$ cat config.mk
export PLATFORM = sky130hd
export DESIGN_NAME = mac_agu
export DESIGN_NICKNAME = d
export VERILOG_FILES = /design/src/rtl/mac_agu_pkg.sv /design/src/rtl/mac_agu_win.sv /design/src/rtl/mac_agu_lane.sv /design/src/rtl/mac_agu.sv
export SDC_FILE = /design/constraint.sdc
export NUM_CORES = 1
export LEC_CHECK = 0
export BUFFER_PORTS_ARGS = -buffer_cell sky130_fd_sc_hd__buf_2
export CORE_MARGIN = 2
export CORE_UTILIZATION = 54
export DETAILED_ROUTE_END_ITERATION = 10
export MAX_ROUTING_LAYER = met4
export PLACE_DENSITY = 0.9
export RECOVER_POWER = 100
export SKIP_CTS_REPAIR_TIMING = 1
export SYNTH_ARGS = -nofsm -noshare
export SYNTH_HDL_FRONTEND = slang
export SYNTH_SLANG_ARGS = --single-unit
$ cat constraint.sdc
create_clock -name clk_i -period 0.8 [get_ports clk_i]
set_input_delay 0 -clock clk_i [delete_from_list [all_inputs] [get_ports clk_i]]
set_output_delay 0 -clock clk_i [all_outputs]
set_load 0.02 [all_outputs]
$ cat src/rtl/mac_agu_pkg.sv
package mac_agu_pkg;
  typedef enum logic [2:0] {
    AM_IND   = 3'd0,
    AM_POST2 = 3'd1,
    AM_POST4 = 3'd2,
    AM_POST6 = 3'd3,
    AM_INDEX = 3'd4
  } amode_e;

  localparam int unsigned NLANE = 2;
endpackage

$ cat src/rtl/mac_agu_win.sv
module mac_agu_win #(
  parameter int unsigned  AW = 16,
  parameter logic [AW-1:0] LO = '0,
  parameter logic [AW-1:0] HI = '1
) (
  input  logic [AW-1:0] a_i,
  input  logic [AW-1:0] b_i,
  input  logic          b_en_i,
  output logic          out_o
);
  logic a_in, b_in;
  assign a_in  = (a_i >= LO) && (a_i <= HI);
  assign b_in  = (b_i >= LO) && (b_i <= HI);
  assign out_o = !a_in || (b_en_i && !b_in);
endmodule

$ cat src/rtl/mac_agu_lane.sv
module mac_agu_lane
  import mac_agu_pkg::*;
#(
  parameter int unsigned   AW    = 16,
  parameter int unsigned   RW    = 4,
  parameter logic [RW-1:0] REG_A = 4'd8,
  parameter logic [RW-1:0] REG_B = 4'd9,
  parameter logic [AW-1:0] LO    = '0,
  parameter logic [AW-1:0] HI    = '1
) (
  input  logic [RW-1:0] sel_i,
  input  logic [2:0]    mode_i,
  input  logic          dec_i,
  input  logic [AW-1:0] ptr_a_i,
  input  logic [AW-1:0] ptr_b_i,
  input  logic [AW-1:0] off_i,
  output logic [AW-1:0] ea_o,
  output logic [AW-1:0] nxt_o,
  output logic          we_o,
  output logic          cfg_err_o,
  output logic          rng_err_o
);
  localparam logic [AW-1:0] EVEN = {{(AW-1){1'b1}}, 1'b0};

  logic [AW-1:0] ptr, step, ea_raw, nxt_raw;
  logic          is_b, reg_ok, post, idx, mode_ok;

  assign is_b   = (sel_i == REG_B);
  assign reg_ok = is_b || (sel_i == REG_A);
  assign ptr    = is_b ? ptr_b_i : ptr_a_i;

  always_comb begin
    step = '0;
    post = 1'b0;
    idx  = 1'b0;
    mode_ok = 1'b1;
    unique case (mode_i)
      AM_IND:   ;
      AM_POST2: begin step = AW'(2); post = 1'b1; end
      AM_POST4: begin step = AW'(4); post = 1'b1; end
      AM_POST6: begin step = AW'(6); post = 1'b1; end
      AM_INDEX: begin idx = 1'b1; mode_ok = is_b; end
      default:  mode_ok = 1'b0;
    endcase
  end

  assign ea_raw  = idx ? ptr + off_i : ptr;
  assign nxt_raw = post ? (dec_i ? ptr - step : ptr + step) : ptr;
  assign ea_o    = ea_raw & EVEN;
  assign nxt_o   = nxt_raw & EVEN;

  mac_agu_win #(.AW(AW), .LO(LO), .HI(HI)) i_win (
    .a_i    (ea_o),
    .b_i    (nxt_o),
    .b_en_i (post),
    .out_o  (rng_err_o)
  );

  assign cfg_err_o = !reg_ok || !mode_ok;
  assign we_o      = post && !cfg_err_o && !rng_err_o;
endmodule

$ cat src/rtl/mac_agu.sv
module mac_agu
  import mac_agu_pkg::*;
#(
  parameter int unsigned   AW     = 16,
  parameter int unsigned   RW     = 4,
  parameter logic [RW-1:0] X0_REG = 4'd8,
  parameter logic [RW-1:0] X1_REG = 4'd9,
  parameter logic [RW-1:0] Y0_REG = 4'd10,
  parameter logic [RW-1:0] Y1_REG = 4'd11,
  parameter logic [AW-1:0] X_LO   = 16'h0800,
  parameter logic [AW-1:0] X_HI   = 16'h17FF,
  parameter logic [AW-1:0] Y_LO   = 16'h1800,
  parameter logic [AW-1:0] Y_HI   = 16'h1FFF
) (
  input  logic          clk_i,
  input  logic          rst_ni,
  input  logic [RW-1:0] x_sel_i,
  input  logic [2:0]    x_mode_i,
  input  logic          x_dec_i,
  input  logic [RW-1:0] y_sel_i,
  input  logic [2:0]    y_mode_i,
  input  logic          y_dec_i,
  input  logic [AW-1:0] ptr_x0_i,
  input  logic [AW-1:0] ptr_x1_i,
  input  logic [AW-1:0] ptr_y0_i,
  input  logic [AW-1:0] ptr_y1_i,
  input  logic [AW-1:0] offset_i,
  output logic [AW-1:0] x_addr_o,
  output logic [AW-1:0] x_wb_o,
  output logic          x_we_o,
  output logic [RW-1:0] x_wb_reg_o,
  output logic [AW-1:0] y_addr_o,
  output logic [AW-1:0] y_wb_o,
  output logic          y_we_o,
  output logic [RW-1:0] y_wb_reg_o,
  output logic          cfg_err_o,
  output logic          range_err_o
);
  logic [NLANE-1:0][RW-1:0] sel;
  logic [NLANE-1:0][2:0]    mode;
  logic [NLANE-1:0]         dec, we, cerr, rerr;
  logic [NLANE-1:0][AW-1:0] pa, pb, ea, nxt;

  assign sel  = {y_sel_i, x_sel_i};
  assign mode = {y_mode_i, x_mode_i};
  assign dec  = {y_dec_i, x_dec_i};
  assign pa   = {ptr_y0_i, ptr_x0_i};
  assign pb   = {ptr_y1_i, ptr_x1_i};

  // lane 0 = X space, lane 1 = Y space
  for (genvar g = 0; g < NLANE; g++) begin : g_lane
    localparam logic [RW-1:0] RA = (g == 0) ? X0_REG : Y0_REG;
    localparam logic [RW-1:0] RB = (g == 0) ? X1_REG : Y1_REG;
    localparam logic [AW-1:0] LO = (g == 0) ? X_LO : Y_LO;
    localparam logic [AW-1:0] HI = (g == 0) ? X_HI : Y_HI;
    mac_agu_lane #(
      .AW(AW), .RW(RW), .REG_A(RA), .REG_B(RB), .LO(LO), .HI(HI)
    ) i_lane (
      .sel_i     (sel[g]),
      .mode_i    (mode[g]),
      .dec_i     (dec[g]),
      .ptr_a_i   (pa[g]),
      .ptr_b_i   (pb[g]),
      .off_i     (offset_i),
      .ea_o      (ea[g]),
      .nxt_o     (nxt[g]),
      .we_o      (we[g]),
      .cfg_err_o (cerr[g]),
      .rng_err_o (rerr[g])
    );
  end

  always_ff @(posedge clk_i or negedge rst_ni) begin
    if (!rst_ni) begin
      x_addr_o    <= '0;
      x_wb_o      <= '0;
      x_we_o      <= 1'b0;
      x_wb_reg_o  <= '0;
      y_addr_o    <= '0;
      y_wb_o      <= '0;
      y_we_o      <= 1'b0;
      y_wb_reg_o  <= '0;
      cfg_err_o   <= 1'b0;
      range_err_o <= 1'b0;
    end else begin
      x_addr_o    <= ea[0];
      x_wb_o      <= nxt[0];
      x_we_o      <= we[0];
      x_wb_reg_o  <= sel[0];
      y_addr_o    <= ea[1];
      y_wb_o      <= nxt[1];
      y_we_o      <= we[1];
      y_wb_reg_o  <= sel[1];
      cfg_err_o   <= |cerr;
      range_err_o <= |rerr;
    end
  end
endmodule

==> summary.md, run 1 <==
| Metric | Value |
|---|---|
| Die Wd | `~110 um` |
| IO Pins | `174` |
| CTS root buf | `clkbuf_8` |
| Distinct cells, synth | `70` |
| Err | `[ERROR DPL-0038] Utilization greater than 100%, impossible to legalize` |
| Die H | `110 um` |
| Status | `stopped before the end` |
| Post-GRT worst EP | `range_err_o$_DFF_PN0_/D` |
| Syn. warnings | `0` |
| Post-synth design cell area | `approximately 6100 um^2` |
| Number of synthesized flops with an enable pin | `0` |
| FP Rows | `38` |
| CTS sink count | `slightly above 70` |
| Synth Register Bits | `72` |
| Initial Utilization | `between 50% and 60%` |
| GPL Wtd Cong | `just over 1` |
| Sequential share of the synthesized area | `29.8%` |
| Main synth FF type | `dfrtp_1` |
| Asr flop ratio synth | `100%` |
| Largest net degree at the start of global routing | `46` |
| Synth Instances | `700` |
| Detailed placement HPWL | `~18000 um` |
| Worst EP kind | `register data pin` |
| Clock buffer count from CTS | `9` |
| H-tree Lvls | `3` |
| Avg Inst Size Synth | `slightly below 9 um^2` |
| Fail Step | `global routing (5_1_grt)` |
| Longest Clk Path Bufs | `2` |
| Pre-CTS WS | `-2750 ps` |
| IO buf count | `169` |
==> synth_stat cells, types with 6 or more instances <==
cell	number	area [um^2]
dfrtp_1	72	1800
nand2_1	44	165
inv_1	39	146
nor2_1	83	312
xor2_1	10	87.6
o21a_1	16	120
nand2b_1	20	125
clkbuf_1	11	41.3
a21o_1	6	45.0
xnor2_1	23	201
a21oi_1	63	315
nand3_1	18	90.1
o21ai_0	35	175
ha_1	64	801
mux2_2	15	169
o31ai_1	9	67.6
or3_1	12	75.1
mux2i_1	26	260
nor3_1	20	100
==> per-stage QoR <==
step	setup TNS [ps]	hold slack, ps	std cells	instance area (um^2)
after floorplan	-83860	-296	703	6800
after global placement	-102360	5.64	1217	9460
after detailed placement	-109540	5.83	1217	9460
after CTS	-94340	-386	1233	9620
==> kinds of logic after synthesis <==
family | share of synthesized area, %
compound gates | 20.2
xor+xnor | 5.15
fa+ha+maj | 13.9
buf+inv | 3.93
flops | 29.8
mux | 7.50
other cells | 0.0620
simple gates | 19.5
==> run 2, diff against run 1 <==
- CORE_UTILIZATION: 54 -> 40
- MAX_ROUTING_LAYER: met4 -> unset
- PLACE_DENSITY: 0.9 -> unset
- PLACE_DENSITY_LB_ADDON: unset -> 0.15
==> run 2 against run 1 <==
The flow now finishes, with violations (negative hold slack, negative setup slack); synthesized cell count unchanged; synthesized area unchanged.
==> summary.md, run 2 <==
| Metric | Value |
|---|---|
| Arrival @ worst endpoint | `~3400 ps` |
| Fin worst setup slack | `-2380 ps` |
| Count of final max-slew check failures | `0` |
| Largest net degree at the start of global routing | `73` |
| Dpl cells | `~1300` |
| Asr flop ratio synth | `100%` |
| Design Power | `approximately 18 mW` |
| Crit Path Class | `input port to flop` |
| Fin Setup TNS | `-92220 ps` |
| IO Pins | `174` |
| Die H | `~130 um` |
| GPL Wtd Cong | `about 0.90` |
| Sequential share of the synthesized area | `between 20% and 30%` |
| Syn. warnings | `0` |
| DRT iter0 DRCs | `approximately 510` |
| Yosys top cell by area | `dfrtp_1` |
| VDD IR max | `~1.1 mV` |
| Power Density | `about 1500 nW/um^2` |
| Most frequent cell on the critical path | `buf_6` |
| Static Leak | `roughly 5.3 nW` |
| Commonest non-fill, non-tap cell in the layout | `buf_4` |
| Most frequent cells in the layout | `216 x buf_4, 115 x buf_6, 90 x buf_2, 72 x dfrtp_1, 71 x nor2_1` |
| Detail Route Antenna Nets | `0` |
| Synth top area cells | `dfrtp_1 30%, ha_1 13%, a21oi_1 5.2%` |
| Critical Path Start Type | `input port` |
| Antenna violations before repair | `1` |
| Synth Instances | `700` |
| Net count, final | `about 1300` |
| Via Count | `7291` |
| CTS root buf | `clkbuf_16` |
| Avg Inst Size Synth | `between 8 and 9 um^2` |
| Max Cap Viol | `0` |
| Clock buffer count from CTS | `9` |
| Failing checks | `negative hold slack, negative setup slack` |
| Core area | `roughly 15000 um^2` |
| Main synth FF type | `dfrtp_1` |
| Status | `finished, violations left` |
| Synth-to-Final Area Change | `96.7%` |
| CTS sink count | `about 70` |
| Hold violation total from the final report | `1` |
| Fin cells | `around 1300` |
| IO buf count | `about 170` |
| Clock slew seen by the registers of the worst setup and hold paths | `60 ps` |
| Crit. End Element | `flop` |
| DRT Pass-1 Iters | `5` |
| DRC Markers | `0` |
| Unrepaired setup endpoints after global routing | `true` |
| Cell with the most instances after synthesis | `nor2_1` |
| Synth Register Bits | `around 70` |
| Congestion Overflow GR | `0` |
| H-tree Lvls | `3` |
| Routed len/inst | `19.0 um` |
| HP Class | `input port to flop` |
| Worst-path cell chain | `buf_6 > nor4bb_4 > buf_6 > clkbuf_16 > buf_6 > mux2_4 > ha_4 > a211o_1 > o32ai_4 > o2111ai_2 > a2111o_1 > o221a_4 > xor2_1 > o211ai_1 > a2111o_1` |
| Detailed placement HPWL | `16800 um` |
| Number of synthesized flops with an enable pin | `0` |
| Tcrit/Tclk final | `397%` |
| GRT Overall Usage | `around a quarter` |
| Post-synth design cell area | `slightly above 6000 um^2` |
| Crit path max fanout | `5` |
| Distinct cells, synth | `70` |
| WL final | `between 20000 and 30000 um` |
| Share of cells above drive strength 1 | `between 60% and 70%` |
| WHS | `-25.0 ps` |
| Crit-path slowest cell | `a2111o_1` |
| Final Setup Violations | `135` |
| Critical Path Max Stage Delay | `~420 ps` |
| FP Rows | `44` |
| Wire length of the first global-routing pass | `32800 um` |
| FMAX | `315 MHz` |
| Tmin final | `roughly 3200 ps` |
| Die ar. | `approximately 16000 um^2` |
| Synth cell count leaders | `83 x nor2_1, 72 x dfrtp_1, 64 x ha_1, 63 x a21oi_1, 44 x nand2_1` |
| Via-per-instance ratio | `5.49` |
| Initial Utilization | `approximately 41%` |
| Die Wd | `around 130 um` |
| Worst Path Required | `1030 ps` |
| Vias in the first global route | `~6900` |
| CTS tree | `built` |
| Longest Clk Path Bufs | `2` |
| Top cell type's share of synthesized area | `~30%` |
==> run 2: cell counts after synthesis <==
Identical to the previous run, type by type.
==> run 2: worst paths after layout <==
path / start / to / slack, ps / cells past startpoint
worst min-delay path: ptr_y1_i[14] / y_wb_o[14] / -20 / 3
worst max-delay path: x_sel_i[1] / range_err_o / -2380 / 15
min in group asynchronous: rst_ni / x_addr_o[14] / 220 / 3
max in group asynchronous: rst_ni / y_wb_o[5] / 260 / 3
==> run 2: cell families (layout without fill, tap and decap cells) <==
| kind of cell | Yosys count | after routing | synth area share [%] |
|---|---|---|---|
| and+or+nand+nor | 239 | 239 | 19.5 |
| AOI/OAI and AO/OA | 187 | 187 | 20.2 |
| DFF | 72 | 72 | 29.8 |
| adders and majority gates | 66 | 66 | 13.9 |
| buffers and inverters | 58 | 499 | 3.93 |
| muxes | 43 | 43 | 7.50 |
| xor gates and xnor gates | 34 | 34 | 5.15 |
| other | 1 | 5 | 0.0620 |
==> run 2: cell type report <==
type | instances | area (um^2)
clock inverters | 6 | 90.1
repair buffers | 444 | 3670
well taps | 184 | 230
diodes | 1 | 2.50
multi-input cells | 573 | 5720
inverters | 39 | 154
fillers | 831 | 2740
clock buffers | 10 | 239
flip-flops and latches | 72 | 1800
==> run 2: through the flow <==
| stage | instance area [um^2] | util (%) | worst slack, ps |
|---|---|---|---|
| final | 11900 | 81.3 | -2380 |
| after CTS | 9810 | 67.0 | -2350 |
| after detailed placement | 9480 | 64.8 | -2710 |
| after global placement | 9480 | 64.8 | -2610 |
| after global routing | 11900 | 81.3 | -2500 |
| after floorplan | 6800 | - | -2310 |
==> run 2: where the power goes <==
group	total, mW	internal [mW]	switching, mW
sequential	4.23	4.03	0.201
combinational	9.49	4.91	4.58
clock	4.62	2.83	1.79
total	18.3	11.8	6.57
==> run 2: worst max-delay path: cells and delay by family <==
family,cells,cell delay [ps]
compound gates,7,1880
xor+xnor,1,130
fa+ha+maj,1,230
buf+inv,4,530
mux,1,340
simple gates,1,280
==> run 2: layer usage <==
layer	wire length (um)	track usage, %	share of wire, %	up-vias
li1	-	-	-	3401
met1	9910	30.4	39	3537
met2	13300	47.1	53	280
met3	1060	3.06	4.2	73
met4	949	8.99	3.8	0
met5	0	0	0	-
Note: power is estimated with default switching activity, not from simulation.
